$ cat src/rtl/dac_sw_pkg.sv
package dac_sw_pkg;
    localparam int DEF_NUM_CH = 2;
    localparam int DEF_CODE_W = 12;
    localparam int DEF_BUS_W  = 8;
endpackage

$ cat src/rtl/dac_sw_decode.sv
module dac_sw_decode #(
    parameter int NUM_CH = 2,
    parameter int ADDR_W = 2
) (
    input  logic              bus_wr,
    input  logic [ADDR_W-1:0] bus_addr,
    output logic [NUM_CH-1:0] wr_lo,
    output logic [NUM_CH-1:0] wr_hi
);
    for (genvar c = 0; c < NUM_CH; c++) begin : g_ch
        logic hit;
        assign hit      = (bus_addr[ADDR_W-1:1] == (ADDR_W-1)'(c));
        assign wr_lo[c] = bus_wr && hit && !bus_addr[0];
        assign wr_hi[c] = bus_wr && hit &&  bus_addr[0];
    end
endmodule

$ cat src/rtl/dac_sw_chan.sv
module dac_sw_chan #(
    parameter int CODE_W = 12,
    parameter int BUS_W  = 8
) (
    input  logic              clk,
    input  logic              rst_n,
    input  logic              wr_lo,
    input  logic              wr_hi,
    input  logic [BUS_W-1:0]  wdata,
    output logic [CODE_W-1:0] code,
    output logic              upd
);
    localparam int HI_W = CODE_W - BUS_W;

    typedef struct packed {
        logic [HI_W-1:0]   shadow;
        logic [CODE_W-1:0] code;
        logic              upd;
    } chan_st_t;

    chan_st_t st_d, st_q;

    always_comb begin
        st_d     = st_q;
        st_d.upd = 1'b0;
        if (wr_hi) begin
            st_d.shadow = wdata[HI_W-1:0];
        end
        if (wr_lo) begin
            st_d.code = {st_q.shadow, wdata};
            st_d.upd  = 1'b1;
        end
    end

    always_ff @(posedge clk or negedge rst_n) begin
        if (!rst_n) begin
            st_q <= '0;
        end else begin
            st_q <= st_d;
        end
    end

    assign code = st_q.code;
    assign upd  = st_q.upd;
endmodule

$ cat src/rtl/dac_sw_rdmux.sv
module dac_sw_rdmux #(
    parameter int NUM_CH = 2,
    parameter int CODE_W = 12,
    parameter int BUS_W  = 8,
    parameter int ADDR_W = 2
) (
    input  logic [ADDR_W-1:0]        bus_addr,
    input  logic [NUM_CH*CODE_W-1:0] codes,
    output logic [BUS_W-1:0]         rdata
);
    localparam int HI_W = CODE_W - BUS_W;

    logic [CODE_W-1:0] sel_code;
    logic [ADDR_W-2:0] ch;

    always_comb begin
        ch       = bus_addr[ADDR_W-1:1];
        sel_code = '0;
        for (int c = 0; c < NUM_CH; c++) begin
            if (ch == (ADDR_W-1)'(c)) begin
                sel_code = codes[c*CODE_W +: CODE_W];
            end
        end
        if (bus_addr[0]) begin
            rdata = {{(BUS_W-HI_W){1'b0}}, sel_code[CODE_W-1:BUS_W]};
        end else begin
            rdata = sel_code[BUS_W-1:0];
        end
    end
endmodule

$ cat src/rtl/dac_split_write.sv
module dac_split_write #(
    parameter int NUM_CH = dac_sw_pkg::DEF_NUM_CH,
    parameter int CODE_W = dac_sw_pkg::DEF_CODE_W,
    parameter int BUS_W  = dac_sw_pkg::DEF_BUS_W,
    localparam int ADDR_W = $clog2(NUM_CH) + 1
) (
    input  logic                     clk,
    input  logic                     rst_n,
    input  logic                     bus_wr,
    input  logic [ADDR_W-1:0]        bus_addr,
    input  logic [BUS_W-1:0]         bus_wdata,
    output logic [BUS_W-1:0]         bus_rdata,
    output logic [NUM_CH*CODE_W-1:0] dac_code,
    output logic [NUM_CH-1:0]        dac_upd
);
    logic [NUM_CH-1:0] wr_lo;
    logic [NUM_CH-1:0] wr_hi;

    dac_sw_decode #(.NUM_CH(NUM_CH), .ADDR_W(ADDR_W)) dec_i (
        .bus_wr   (bus_wr),
        .bus_addr (bus_addr),
        .wr_lo    (wr_lo),
        .wr_hi    (wr_hi)
    );

    for (genvar c = 0; c < NUM_CH; c++) begin : g_chan
        dac_sw_chan #(.CODE_W(CODE_W), .BUS_W(BUS_W)) chan_i (
            .clk   (clk),
            .rst_n (rst_n),
            .wr_lo (wr_lo[c]),
            .wr_hi (wr_hi[c]),
            .wdata (bus_wdata),
            .code  (dac_code[c*CODE_W +: CODE_W]),
            .upd   (dac_upd[c])
        );
    end

    dac_sw_rdmux #(
        .NUM_CH(NUM_CH), .CODE_W(CODE_W), .BUS_W(BUS_W), .ADDR_W(ADDR_W)
    ) rd_i (
        .bus_addr (bus_addr),
        .codes    (dac_code),
        .rdata    (bus_rdata)
    );
endmodule

$ cat config.mk
export PLATFORM = sky130hd
export DESIGN_NAME = dac_split_write
export DESIGN_NICKNAME = d
export VERILOG_FILES = /design/src/rtl/dac_sw_pkg.sv /design/src/rtl/dac_sw_decode.sv /design/src/rtl/dac_sw_chan.sv /design/src/rtl/dac_sw_rdmux.sv /design/src/rtl/dac_split_write.sv
export SDC_FILE = /design/constraint.sdc
export NUM_CORES = 1
export LEC_CHECK = 0
export CORE_MARGIN = 2
export CORE_UTILIZATION = 40
export DETAILED_ROUTE_END_ITERATION = 8
export GPL_ROUTABILITY_DRIVEN = 1
export GPL_TIMING_DRIVEN = 0
export PLACE_DENSITY = 0.81
export SETUP_SLACK_MARGIN = 0.02
export SLEW_MARGIN = 20
export SYNTH_ARGS = -nofsm -noshare
export SYNTH_HDL_FRONTEND = slang
export SYNTH_SLANG_ARGS = --single-unit
export TNS_END_PERCENT = 20
$ cat constraint.sdc
create_clock -name clk -period 1.35 [get_ports clk]
set_clock_uncertainty 0.1 [all_clocks]
set_input_delay 0.3375 -clock clk [delete_from_list [all_inputs] [get_ports clk]]
set_output_delay 0.3375 -clock clk [all_outputs]
set_load 0.005 [all_outputs]
==> results_dict.tcl, run 1 <==
set metrics [dict create \
    slew_headroom_pct 49.7 \
    regArea_sq_um 851 \
    violations "negative setup slack" \
    grt_pass1_wl_um 5670 \
    clock.fmax_ghz 0.564 \
    clk_latency_ns 0.29 \
    via_count 1133 \
    layout-drive-gt1-share_pct 71.8 \
    final.min_clock_period_ns 1.77 \
    worst_r2r_path_depth 3 \
    avgRoutedWirePerCell_um 16.0 \
    cap_violations 0 \
    slew_viol_final 0 \
    power_density_nw_per_um2 1390 \
    fin_setup_tns_ns -4.36 \
    viasPerCell 4.76 \
    setup_violations 29 \
    path_clk_slew_ns 0.07 \
    synthSimpleGateAreaFrac_pct 2.94 \
    cts_made_buffers 5 \
    clock_sinks 34 \
    ctsHoldBuffers 0 \
    power_mw 3.57 \
    leakagePower_nw 1.23 \
    ios 47 \
    layout_commonest_cell "buf_6" \
    place_inst 209 \
    fin_crit_sh_pct 131 \
    drc_errors 0 \
    final_cells 238 \
    initialDrtViolationCount 8 \
    firstDrtPassIters 4 \
    place_congestion 0.784 \
    dieArea_sq_um 4570 \
    critPathKind "reg2out" \
    dp_hpwl_um 2260 \
    setup_ws_ns -0.424 \
    cp-end-kind "output port" \
    synth_mux_area_share_pct 30.3 \
    mostFrequentLayoutCells "buf_6, dfrtp_1, mux2_2" \
    ys_warn_count 0 \
    numPortBuffers 46 \
    placed_area_sq_um 2150 \
    track_usage_pct 17.8 \
    gr-usage-met3_pct 4.17 \
    rsz0062_at_grt "yes" \
    ys_seq_area_share_pct 52.6 \
    critPathArrivalTime_ns 1.34 \
    holdWs_ns 0.0147 \
    regToRegSetupSlack_ns 0.26 \
    cp-start-kind "flip-flop" \
    antenna_found_initial 0 \
    final_util_pct 65.0 \
    syn_area_per_cell_sq_um 14.3 \
    synth_adder_area_share_pct 0 \
    gr-total-overflow 0 \
    grt-busiest-layer "met2" \
    hold_class "in2async" \
    timing.rr.end "g_chan[1].chan_i.code[3]$_DFFE_PN0P_" \
    required_ns 0.91 \
    synthXorXnorAreaFrac_pct 0 \
    wirelength_um 3810 \
    use_met1_pct 23.3 \
    multiInputGateArea_sq_um 557 \
    tightest_slew_ns 0.755 \
    rows 23 \
    final_hold_viol_count 0 \
    ys_ff_latch 34 \
    cts_tree "built" \
    postRouteAntennaNets 0 \
    synth_nets 126 \
    h-tree-depth 2 \
    clockBufferDepth 2 \
    initial_utilization_pct 41.0 \
    ir_drop_v 0.000841 \
    fillCellCount 297 \
    synth_compound_gate_area_share_pct 0 \
    synth_top_family_by_area "multiplexers" \
    status "complete, but fails checks" \
    fin_area_sq_um 2560 \
    grt_pass1_vias 1141 \
    nets 201 \
    diodes 0 \
    die_y_um 67.6 \
    gr-usage-met2_pct 28.1 \
    r2r-start "g_chan[1].chan_i.code[3]$_DFFE_PN0P_" \
    grt_max_degree 35 \
    syn_inst 113 \
    clockRootBuffer "clkbuf_8" \
    coreArea_sq_um 3940 \
    synth_area_sq_um 1620 \
    dp_slack_ns -1.13 \
    die_x_um 67.6 \
    synth_cell_types 12 \
    crit_fanout 3 \
    syn2layout_area_growth_pct 58.4 \
]
power breakdown:
part	internal, mW	switching, mW
sequential	1.23	0.169
combinational	1.06	0.395
clock	0.346	0.361
total	2.64	0.925
cells in the mapped netlist:
| cell type | n | area share (%) |
|---|---|---|
| buf_2 | 2 | 0.62 |
| buf_4 | 27 | 13 |
| buf_6 | 1 | 0.70 |
| dfrtp_1 | 34 | 53 |
| inv_1 | 1 | 0.23 |
| mux2_2 | 32 | 22 |
| mux2i_1 | 4 | 2.5 |
| mux4_2 | 4 | 5.6 |
| nand3_1 | 1 | 0.31 |
| nand3b_1 | 2 | 0.93 |
| nor2_1 | 4 | 0.93 |
| nor3b_2 | 1 | 0.77 |
worst max-delay path by stage:
stage                                         start      endpoint  slack, ns  depth (start not counted)
4_1_cts        g_chan[1].chan_i.code[8]$_DFFE_PN0P_  bus_rdata[0]      -0.39                          2
3_3_place_gp                            bus_addr[1]  bus_rdata[2]      -1.13                          4
2_1_floorplan                           bus_addr[1]  bus_rdata[0]      -0.03                          2
5_1_grt        g_chan[0].chan_i.code[9]$_DFFE_PN0P_  bus_rdata[1]      -0.44                          2
6_report       g_chan[1].chan_i.code[9]$_DFFE_PN0P_  bus_rdata[1]      -0.42                          2
3_5_place_dp                            bus_addr[1]  bus_rdata[0]      -1.13                          4
critical path, cell delays in order, from the launching register on:
cell and delay [ns]:
dfrtp_1 0.40, mux4_2 0.51, buf_6 0.14
kinds of logic (layout without fill, tap and decap cells):
logic type	Yosys count	in the layout
muxes	40	40
and+or+nand+nor	8	8
buffers and inverters	31	106
DFF	34	34
sequential cells by signal, indices dropped and copies added, names as in the netlist:
name	flops
g_chan.chan_i.upd	2
g_chan.chan_i.code	24
g_chan.chan_i.st_q	8
layout make-up:
| type | count | area share [%] |
|---|---|---|
| Timing Repair Buffer | 68 | 26.3 |
| Tap cell | 50 | 2.44 |
| Sequential cell | 34 | 33.2 |
| Clock buffer | 5 | 2.69 |
| Buffer | 30 | 13.1 |
| Inverter | 1 | 0.147 |
| Multi-Input combinational cell | 48 | 21.7 |
| Clock inverter | 2 | 0.391 |
metal layers:
metal  routed length (um)  share of wire, %
met3                  175               4.6
met2                 1910                50
met1                 1670                44
met5                    0                 0
met4                   61               1.6
what timing repair did:
item                                    4_1_cts  5_1_grt
endpoints found under the setup margin       68       63
cloned                                        1        0
pin swaps                                     4        4
buffers inserted                             14        7
gates resized for setup                     127       17
No activity file was read; power rests on OpenSTA's default activity.
==> run 2, diff against run 1 <==
MAX_ROUTING_LAYER = met4   (was not set)
==> results_dict.tcl, run 2 (synthesis gave the netlist of run 1 again) <==
set metrics [dict create \
    status "complete, but fails checks" \
    violations "negative setup slack" \
    diodes 0 \
    antenna_found_initial 0 \
    final_cells 237 \
    ctsHoldBuffers 0 \
    syn2layout_area_growth_pct 58.0 \
    p_sw_uw 916 \
    wl_met3_um 139 \
    r2r-start "g_chan[1].chan_i.code[11]$_DFFE_PN0P_" \
    clock_sinks 34 \
    wirelength_um 3670 \
    die_x_um 67.6 \
    path_clk_slew_ns 0.07 \
    firstDrtPassIters 4 \
    crit_start "g_chan[1].chan_i.code[10]$_DFFE_PN0P_" \
    slew_headroom_pct 50.0 \
    die_y_um 67.6 \
    pwr-share-comb_pct 40.5 \
    cts_made_buffers 5 \
    grt_pass1_wl_um 5660 \
    crit_fanout 3 \
    grt_max_degree 35 \
    holdWs_ns 0.0143 \
    initial_utilization_pct 41.0 \
    nets 200 \
    critPathArrivalTime_ns 1.30 \
    rows 23 \
    regToRegSetupSlack_ns 0.26 \
    ios 47 \
    viasPerCell 4.68 \
    hold_class "in2async" \
    setup_ws_ns -0.391 \
    setup_violations 29 \
    final.min_clock_period_ns 1.74 \
    timing.rr.end "g_chan[1].chan_i.code[11]$_DFFE_PN0P_" \
    grt_pass1_vias 1142 \
    dieArea_sq_um 4570 \
    mostFrequentLayoutCells "buf_6, dfrtp_1, mux2_2" \
    h-tree-depth 2 \
    gr-total-overflow 0 \
    clockRootBuffer "clkbuf_8" \
    layout-drive-gt1-share_pct 71.7 \
    clock.fmax_ghz 0.574 \
    initialDrtViolationCount 23 \
    final_hold_viol_count 0 \
    worst_r2r_path_depth 3 \
    postRouteAntennaNets 0 \
    wl_met2_um 1830 \
    drc_errors 0 \
    clockBufferDepth 2 \
    cap_violations 0 \
    track_usage_pct 18.3 \
    place_inst 209 \
    switching_share_pct 25.8 \
    clockPowerShare_pct 20.0 \
    dp_slack_ns -1.13 \
    via_count 1110 \
    fin_setup_tns_ns -3.97 \
    tightest_slew_ns 0.750 \
    wl_met1_um 1640 \
    coreArea_sq_um 3940 \
    ir_drop_v 0.000848 \
    fillCellCount 297 \
    numPortBuffers 46 \
    crit_chain "mux4_2, buf_2" \
    endpoint "bus_rdata[2]" \
    slew_viol_final 0 \
    place_congestion 0.795 \
    required_ns 0.91 \
    dr.max_layer_used "met4" \
    fin_crit_sh_pct 129 \
    cp_slowest_cell "mux4_2" \
    clk_latency_ns 0.29 \
    cp-end-kind "output port" \
    p_int_mw 2.63 \
    power_density_nw_per_um2 1390 \
    p_seq_share_pct 39.6 \
    rsz0062_at_grt "yes" \
    cts_tree "built" \
    slowest_delay_ns 0.47 \
    dp_hpwl_um 2260 \
    leakagePower_nw 1.22 \
    critPathKind "reg2out" \
    largest_register_ffs 24 \
    cp-start-kind "flip-flop" \
    layout_commonest_cell "buf_6" \
    avgRoutedWirePerCell_um 15.5 \
]
## run 2: cell types whose count changed in the layout (fill, tap and decap cells not counted)
cell,before,now
buf_4,15,12
buf_2,9,10
buf_6,60,61
## run 2: worst max-delay path, delay by kind of cell (launching register included)
family / cells / cell delay, ns
multiplexers: 1 / 0.47
buffers and inverters: 1 / 0.14
flip-flops: 1 / 0.41
## run 2: repair_timing
action,CTS,global route
resized for setup,127,18
pin swaps,4,4
endpoints found under the hold margin,0,0
setup buffers,14,8
endpoints found under the setup margin,68,63
gates cloned,1,0
## run 2: how the worst min path moves through the flow
stage	startpoint	cells after the start	slack, ns	end
2_1_floorplan	rst_n	0	-0.06	g_chan[0].chan_i.code[0]$_DFFE_PN0P_
3_3_place_gp	g_chan[0].chan_i.st_q[14]$_DFFE_PN0P_	1	0.38	g_chan[0].chan_i.st_q[14]$_DFFE_PN0P_
3_5_place_dp	rst_n	1	0.34	g_chan[1].chan_i.code[6]$_DFFE_PN0P_
4_1_cts	rst_n	1	0.04	g_chan[0].chan_i.code[10]$_DFFE_PN0P_
5_1_grt	rst_n	1	0.08	g_chan[0].chan_i.code[5]$_DFFE_PN0P_
6_report	rst_n	1	0.01	g_chan[1].chan_i.code[5]$_DFFE_PN0P_
## run 2: cell type report
cell class / instances / area, sq um / area share (%)
Timing Repair Buffer: 68 / 674 / 26.4
Sequential cell: 34 / 851 / 33.3
Clock buffer: 5 / 68.8 / 2.69
Buffer: 29 / 328 / 12.8
Inverter: 1 / 3.75 / 0.147
Tap cell: 50 / 62.6 / 2.45
Multi-Input combinational cell: 48 / 557 / 21.8
Clock inverter: 2 / 10.0 / 0.392
## run 2: stage by stage
| stage | power, mW | cell area (sq um) | util [%] |
|---|---|---|---|
| 2_1_floorplan | 1.93 | 1630 | - |
| 3_3_place_gp | 2.49 | 2150 | 54.6 |
| 3_5_place_dp | 2.53 | 2150 | 54.5 |
| 4_1_cts | 3.39 | 2460 | 62.4 |
| 5_1_grt | 3.74 | 2550 | 64.8 |
| 6_report | 3.55 | 2550 | 64.8 |
## run 2: routing by layer
layer | global-route usage, % | vias to the layer above
met5 | - | -
met4 | 7.65 | 0
met3 | 3.50 | 6
met2 | 28.2 | 29
met1 | 23.7 | 560
li1 | - | 515
## run 2: power groups by stage
stage               logic (mW)  registers (mW)  clock network [mW]
global route              1.54            1.43               0.768
detailed placement        1.12            1.41                   0
CTS                       1.28            1.40               0.711
floorplan                0.582            1.35                   0
finish                    1.44            1.40               0.708
global placement          1.10            1.39                   0
==> run 3, diff against run 2 <==
CTS_BUF_LIST = sky130_fd_sc_hd__clkbuf_16   (was not set)
==> results_dict.tcl, run 3 (synthesis gave the netlist of run 1 again) <==
set metrics [dict create \
    status "complete, but fails checks" \
    violations "negative setup slack" \
    dieArea_sq_um 4570 \
    clockRootBuffer "clkbuf_16" \
    crit_fanout 3 \
    mostFrequentLayoutCells "buf_6, dfrtp_1, mux2_2" \
    cts_tree "built" \
    syn2layout_area_growth_pct 60.4 \
    postRouteAntennaNets 0 \
    die_x_um 67.6 \
    rows 23 \
    tightest_slew_ns 0.757 \
    viasPerCell 4.75 \
    clockBufferDepth 2 \
    die_y_um 67.6 \
    rsz0062_at_grt "yes" \
    wirelength_um 3810 \
    setup_violations 19 \
    power_density_nw_per_um2 1490 \
    holdWs_ns 0.0399 \
    largest_register_ffs 24 \
    avgRoutedWirePerCell_um 16.1 \
    grt_pass1_vias 1166 \
    firstDrtPassIters 4 \
    final_cells 236 \
    layout-drive-gt1-share_pct 71.5 \
    grt_pass1_wl_um 5990 \
    place_congestion 0.795 \
    track_usage_pct 18.8 \
    required_ns 0.91 \
    cp-end-kind "output port" \
    clock.fmax_ghz 0.575 \
    antenna_found_initial 0 \
    setup_ws_ns -0.391 \
    slew_viol_final 0 \
    cp-start-kind "flip-flop" \
    layout_commonest_cell "buf_6" \
    final_hold_viol_count 0 \
    cts_made_buffers 5 \
    critPathArrivalTime_ns 1.30 \
    drc_errors 0 \
    h-tree-depth 2 \
    leakagePower_nw 1.24 \
    fillCellCount 287 \
    regArea_sq_um 851 \
    gr-total-overflow 0 \
    numPortBuffers 46 \
    diodes 0 \
    critPathKind "reg2out" \
    ios 47 \
    dp_hpwl_um 2260 \
    path_clk_slew_ns 0.05 \
    hold_class "in2async" \
    grt_max_degree 35 \
    via_count 1122 \
    initialDrtViolationCount 42 \
    initial_utilization_pct 41.0 \
    dp_slack_ns -1.13 \
    clk_latency_ns 0.27 \
    slew_headroom_pct 49.6 \
    nets 199 \
    final.min_clock_period_ns 1.74 \
    ir_drop_v 0.000918 \
    fin_crit_sh_pct 129 \
    clock_sinks 34 \
    coreArea_sq_um 3940 \
    place_inst 209 \
    cap_violations 0 \
    multiInputGateArea_sq_um 564 \
]
-- run 3: routing by layer --
metal	global-route usage (%)	routed length, um	up-vias
li1	-	-	509
met1	25.0	1690	573
met2	29.8	1940	38
met3	4.00	176	2
met4	4.08	7	0
met5	-	0	-
-- run 3: layout make-up --
| type | count | area share [%] |
|---|---|---|
| clock inverter | 2 | 0.386 |
| tap | 50 | 2.41 |
| buffer | 30 | 12.8 |
| clock buffer | 5 | 4.83 |
| inverter | 1 | 0.145 |
| multi-input combinational | 48 | 21.8 |
| sequential | 34 | 32.8 |
| timing repair buffer | 66 | 24.9 |
-- run 3: final timing paths --
path	slack, ns	endpoint	start	cells past startpoint
worst max-delay path	-0.39	bus_rdata[1]	g_chan[1].chan_i.code[9]$_DFFE_PN0P_	2
worst min-delay path	0.04	g_chan[1].chan_i.code[6]$_DFFE_PN0P_	rst_n	1
worst max register to register	0.25	g_chan[1].chan_i.code[3]$_DFFE_PN0P_	g_chan[1].chan_i.code[3]$_DFFE_PN0P_	3
worst min register to register	0.41	g_chan[1].chan_i.st_q[13]$_DFFE_PN0P_	g_chan[1].chan_i.st_q[13]$_DFFE_PN0P_	1
max in group asynchronous	0.63	g_chan[1].chan_i.st_q[15]$_DFFE_PN0P_	rst_n	1
min in group clk	0.37	g_chan[0].chan_i.upd$_DFF_PN0_	bus_addr[0]	3
-- run 3: critical path, cell delays in order (launching register included) --
cell	delay, ns
dfrtp_1	0.40
mux4_2	0.48
buf_2	0.15
-- run 3: timing repair --
item                       in CTS  in global routing
buffers inserted               14                  5
setup endpoints to repair      68                 63
resized for setup             121                 22
hold endpoints to repair        0                  0
hold buffers                    0                  0
cloned                          1                  0
pin swaps                       4                  4
-- run 3: through the flow --
step | power [mW] | TNS [ns] | util (%) | instance area (sq um)
3_5_place_dp | 2.53 | -28.90 | 54.5 | 2150
4_1_cts | 3.74 | -3.31 | 63.2 | 2490
2_1_floorplan | 1.93 | -0.140 | - | 1630
5_1_grt | 4.07 | -4.78 | 65.8 | 2590
3_3_place_gp | 2.49 | -53.85 | 54.6 | 2150
6_report | 3.87 | -3.91 | 65.8 | 2590
-- run 3: power by group --
group	leakage (nW)	internal [mW]	switching, mW
sequential	0.407	1.24	0.172
combinational	0.768	1.03	0.381
clock	0.0694	0.664	0.388
total	1.24	2.93	0.940
